==> src/rtl/rpt_pkg.sv <==
package rpt_pkg;

  localparam int PRIO_W = 8;
  localparam logic [PRIO_W-1:0] IDLE_PRIO = 8'hFF;

  // Strobes sent from the control decision logic to the level store.
  typedef struct packed {
    logic              push;      // add pushLevel to the active set
    logic              pop;       // retire the most urgent active level
    logic [PRIO_W-1:0] pushLevel; // group priority being added
    logic              pushNmi;   // added level belongs to an NMI
    logic              rejectErr; // acknowledge did not preempt
    logic              dropErr;   // drop arrived with nothing active
  } rptStrobe_t;

endpackage

==> src/rtl/rpt_ctrl.sv <==
module rpt_ctrl
  import rpt_pkg::*;
#(
  parameter int PRIO_BITS = 5
) (
  input  logic              ackValid,
  input  logic [PRIO_W-1:0] ackPrio,
  input  logic              ackNmi,
  input  logic [2:0]        binPoint,
  input  logic              dropValid,
  input  logic [PRIO_W-1:0] curRunPrio,
  input  logic              setEmpty,
  output rptStrobe_t        strobe
);

  localparam int SHIFT = PRIO_W - PRIO_BITS;
  localparam logic [PRIO_W-1:0] IMPL_MASK = 8'(8'hFF << SHIFT);

  logic [3:0]        subBits;
  logic [PRIO_W-1:0] subMask;
  logic [PRIO_W-1:0] groupPrio;
  logic              preempts;

  always_comb begin
    subBits   = {1'b0, binPoint} + 4'd1;
    subMask   = 8'(8'hFF << subBits);
    groupPrio = ackPrio & subMask & IMPL_MASK;
    // Judged against the running priority before any same-cycle drop.
    preempts  = groupPrio < curRunPrio;
  end

  always_comb begin
    strobe           = '0;
    strobe.push      = ackValid && preempts;
    strobe.pushLevel = groupPrio;
    strobe.pushNmi   = ackNmi;
    strobe.rejectErr = ackValid && !preempts;
    strobe.pop       = dropValid && !setEmpty;
    strobe.dropErr   = dropValid && setEmpty;
  end

endmodule

==> src/rtl/rpt_datapath.sv <==
module rpt_datapath
  import rpt_pkg::*;
#(
  parameter int PRIO_BITS = 5
) (
  input  logic                        clk,
  input  logic                        rstN,
  input  rptStrobe_t                  strobe,
  output logic [PRIO_W-1:0]           runPrio,
  output logic                        runIsNmi,
  output logic                        setEmpty,
  output logic [(1<<PRIO_BITS)-1:0]   activeSet,
  output logic                        ackReject,
  output logic                        dropError
);

  localparam int LEVELS = 1 << PRIO_BITS;
  localparam int SHIFT  = PRIO_W - PRIO_BITS;

  logic [LEVELS-1:0] activeQ, nmiQ;
  logic [LEVELS-1:0] activeD, nmiD;
  logic [LEVELS-1:0] lowestOh;
  logic [LEVELS-1:0] pushHit;
  logic [PRIO_W-1:0] lowPrio;
  logic              rejectQ, dropErrQ;

  // Decode the pushed group priority onto one level bit.
  for (genvar k = 0; k < LEVELS; k++) begin : g_hit
    assign pushHit[k] = strobe.push && (strobe.pushLevel == 8'(k << SHIFT));
  end

  always_comb begin
    lowestOh = activeQ & (~activeQ + 1'b1);
    lowPrio  = IDLE_PRIO;
    for (int k = LEVELS - 1; k >= 0; k--) begin
      if (activeQ[k]) lowPrio = 8'(k << SHIFT);
    end
  end

  always_comb begin
    activeD = activeQ;
    nmiD    = nmiQ;
    if (strobe.pop) begin
      activeD = activeD & ~lowestOh;
      nmiD    = nmiD & ~lowestOh;
    end
    activeD = activeD | pushHit;
    nmiD    = strobe.pushNmi ? (nmiD | pushHit) : (nmiD & ~pushHit);
  end

  always_ff @(posedge clk) begin
    if (!rstN) begin
      activeQ  <= '0;
      nmiQ     <= '0;
      rejectQ  <= 1'b0;
      dropErrQ <= 1'b0;
    end else begin
      activeQ  <= activeD;
      nmiQ     <= nmiD;
      rejectQ  <= strobe.rejectErr;
      dropErrQ <= strobe.dropErr;
    end
  end

  assign setEmpty  = ~|activeQ;
  assign runPrio   = lowPrio;
  assign runIsNmi  = |(nmiQ & lowestOh);
  assign activeSet = activeQ;
  assign ackReject = rejectQ;
  assign dropError = dropErrQ;

endmodule

==> src/rtl/rpt_running_prio.sv <==
module rpt_running_prio
  import rpt_pkg::*;
#(
  parameter int PRIO_BITS = 5
) (
  input  logic                      clk,
  input  logic                      rstN,
  input  logic                      ackValid,
  input  logic [7:0]                ackPrio,
  input  logic                      ackNmi,
  input  logic [2:0]                binPoint,
  input  logic                      dropValid,
  output logic [7:0]                runPrio,
  output logic                      runIsNmi,
  output logic [(1<<PRIO_BITS)-1:0] activeSet,
  output logic                      ackReject,
  output logic                      dropError
);

  rptStrobe_t        strobe;
  logic              setEmpty;
  logic [PRIO_W-1:0] curRun;

  assign runPrio = curRun;

  rpt_ctrl #(.PRIO_BITS(PRIO_BITS)) u_ctrl (
    .ackValid  (ackValid),
    .ackPrio   (ackPrio),
    .ackNmi    (ackNmi),
    .binPoint  (binPoint),
    .dropValid (dropValid),
    .curRunPrio(curRun),
    .setEmpty  (setEmpty),
    .strobe    (strobe)
  );

  rpt_datapath #(.PRIO_BITS(PRIO_BITS)) u_dp (
    .clk      (clk),
    .rstN     (rstN),
    .strobe   (strobe),
    .runPrio  (curRun),
    .runIsNmi (runIsNmi),
    .setEmpty (setEmpty),
    .activeSet(activeSet),
    .ackReject(ackReject),
    .dropError(dropError)
  );

endmodule

==> config.mk <==
export PLATFORM = sky130hd
export DESIGN_NAME = rpt_running_prio
export DESIGN_NICKNAME = d
export VERILOG_FILES = /design/src/rtl/rpt_pkg.sv /design/src/rtl/rpt_ctrl.sv /design/src/rtl/rpt_datapath.sv /design/src/rtl/rpt_running_prio.sv
export SDC_FILE = /design/constraint.sdc
export NUM_CORES = 1
export LEC_CHECK = 0
export ABC_AREA = 1
export BUFFER_PORTS_ARGS = -buffer_cell sky130_fd_sc_hd__buf_2
export CELL_PAD_IN_SITES_DETAIL_PLACEMENT = 1
export CELL_PAD_IN_SITES_GLOBAL_PLACEMENT = 2
export CORE_MARGIN = 1.5
export CORE_UTILIZATION = 31
export CTS_CLUSTER_DIAMETER = 150
export DETAILED_ROUTE_END_ITERATION = 6
export MAX_ROUTING_LAYER = met4
export PLACE_DENSITY_LB_ADDON = 0.1
export REMOVE_ABC_BUFFERS = 1
export SLEW_MARGIN = 40
export SYNTH_ARGS = -nofsm -noshare
export SYNTH_HDL_FRONTEND = slang
export SYNTH_SLANG_ARGS = --single-unit
==> constraint.sdc <==
create_clock -name clk -period 3.4 [get_ports clk]
set_input_delay 0.34 -clock clk [delete_from_list [all_inputs] [get_ports clk]]
set_output_delay 0.34 -clock clk [all_outputs]
set_load 0.1 [all_outputs]
==> impl_results.md <==
- Synth async-reset ratio: 0
- Nets: 716
- Fin crit period: 3.38 ns
- VDD IR max: 526 uV
- Critical path class: flip-flop to flip-flop
- Data required time at the worst endpoint: 3.66 ns
- Sequential fraction of the synthesis area: 0.334
- Warnings, synthesis: 0
- Status: completed
- RSZ-0062 raised after global routing: yes
- Psw: 1.05 mW
- Residual DRC count: 0
- Critical path's slowest cell: dfxtp_2
- Setup TNS: 0 ns
- Pleak: 2.31 nW
- I/O Pins: 59
- Worst skew pair latency: 0.35 ns
- Clock slew at reported path FFs: 0.06 ns
- Most frequent cell on the critical path: nand2_1
- H-tree depth: 3
- Switch share: 0.417
- Fin worst setup slack: 0.0224 ns
- Period utilization: 0.993
- CTS Sinks: 66
- Flop pwr share: 0.319
- Combinational Power Share: 0.352
- Synthesized flop and latch total: 66
- CTS Buf Count: 9
- Initial antenna violation count: 0
- Clock Skews: 0.00886 ns
- Total track usage: 0.221
- CP Launch Type: flip-flop
- Clk buf depth: 2
- Actual slew at the worst max-slew pin: 0.672 ns
- FILL cells: 1659
- EDFF count, synth: 0
- Top cells by count, synth: nand2_1, nor2_1, inv_1, dfxtp_1, a21oi_1
- Drt wl/cell: 15.6 um
- Synth Flop Type: dfxtp_1
- Setup violations, final: 0
- Largest net degree at the start of global routing: 54
- Netlist cell types: 38
- Cell with the most instances after synthesis: nand2_1
- Die area: 13400 um^2
- CTS root buf: clkbuf_16
- Slew margin rel.: 0.552
- Worst slack, placed: -0.126 ns
- CP Max Fanout: 6
- Max Cap Viol: 0
- Slew Viols, Final: 0
- Arr. time, crit path: 3.63 ns
- Post-synthesis cell area: 3950 um^2
- Hold_buf cts: 0
- Hold/Removal Path Class: primary input to flip-flop
- Largest cells by area after synthesis: dfxtp_1, nand2_1, nor2_1
- Mean post-synth cell area: 6.43 um^2
- Final Hold Slack: 0.233 ns
- GRT overflow: 0
- Power Dens Cells: 496 nW/um^2
- # diodes: 0
- Critical Path End Type: flip-flop
- CP peak stage delay: 0.32 ns
- Port Buffer Count: 55
- Iter 0 DRT Violations: 162
- Num rows: 41
- Hold Violations, Final: 0
- Routed via count: 4160
- Share of the synthesized area in the top cell type: 0.334
- CORE AREA: 12500 um^2
- Area Growth Syn to Fin: 27.8%
- Vias/cell: 4.80
- Number of global-route vias before repair: 4226
- Total power: 2.51 mW
- Int Power: 1.46 mW
- Fraction of layout cells with a size suffix above 1: 0.258
- First-pass GRT wire length: 21.6 mm
- Starting Density: 0.316
- Antenna Violating Nets Remaining: 0
- Placer congestion estimate: 0.861
- Synth Instances: 615
- Die Y: 116 um
- DRT Wirelength: 13.5 mm
- TritonCTS clock tree: yes
- Synth area leader: dfxtp_1
- Fmax: 296 MHz
- Clock power share: 0.329
- Die Wd: 116 um
- Router iterations before antenna repair: 4
- DP HPWL: 10.2 mm
routing by layer:
metal,global-route usage,routed length [um],vias up
met4,0.0805,223,0
li1,-,-,2127
met5,-,0,-
met2,0.358,6300,60
met3,0.0303,414,13
met1,0.282,6550,1960
cells by family (layout without fill, tap and decap cells):
group           after synthesis  in the layout  synth area share
simple gates                281            281             0.308
fa+ha+maj                     7              7            0.0222
compound gates              137            137             0.214
buf+inv                     124            204             0.122
flops                        66             66             0.334
layout make-up:
type                       count  area [um^2]  area share
multi-input combinational    425         2320       0.459
sequential                    66         1330       0.262
timing repair buffer          84          531       0.105
inverter                     107          422      0.0834
clock buffer                  12          236      0.0468
tap                          172          215      0.0426
clock inverter                 1         5.00    0.000990
placed cells by master (no fill, tap or decap), types with 12 or more instances in the layout:
cell type    n
buf_2       53
o21ai_0     30
nor2_1      87
nor2_2      14
a21oi_1     54
buf_4       26
dfxtp_1     63
inv_1       93
nor2_4      13
nand2_2     12
nand3_1     16
nand2_1    118
power by group through the flow:
stage	clock [mW]	sequential [mW]	combinational, mW
final	0.826	0.800	0.882
after detailed placement	0	0.816	0.833
after global placement	0	0.815	0.820
after global routing	0.877	0.802	0.953
after floorplan	0	0.880	0.546
after CTS	0.847	0.800	0.860
critical path, delay by kind of cell, from the launching register on:
| kind | cells | cell delay, ns |
|---|---|---|
| buffers and inverters | 2 | 0.22 |
| AO/OA/AOI/OAI | 5 | 0.57 |
| adder cells (fa/ha/maj) | 1 | 0.26 |
| AND/OR/NAND/NOR | 30 | 1.88 |
| flip-flops | 1 | 0.32 |
metrics by stage:
stage,instance area [um^2],std cells,utilization
final,5050,867,0.404
after global routing,5050,867,0.404
after floorplan,3880,598,-
after CTS,4950,864,0.396
after global placement,4580,849,0.366
after detailed placement,4590,849,0.366
timing repair:
item | in CTS | in global routing
endpoints found under the setup margin | 44 | 66
endpoints found under the hold margin | 0 | 0
pin swaps | 7 | 14
buffers inserted | 2 | 3
resized for setup | 31 | 28
final timing paths:
path / startpoint / to / slack, ns / depth (start not counted)
setup / recovery: u_dp.activeSet[29] / flip-flop / 0.02 / 38
hold / removal: ackValid / u_dp.ackReject / 0.23 / 3
setup reg to reg: u_dp.activeSet[29] / flip-flop / 0.02 / 38
hold reg to reg: flip-flop / flip-flop / 0.47 / 2
(Power assumes the default switching activity.)
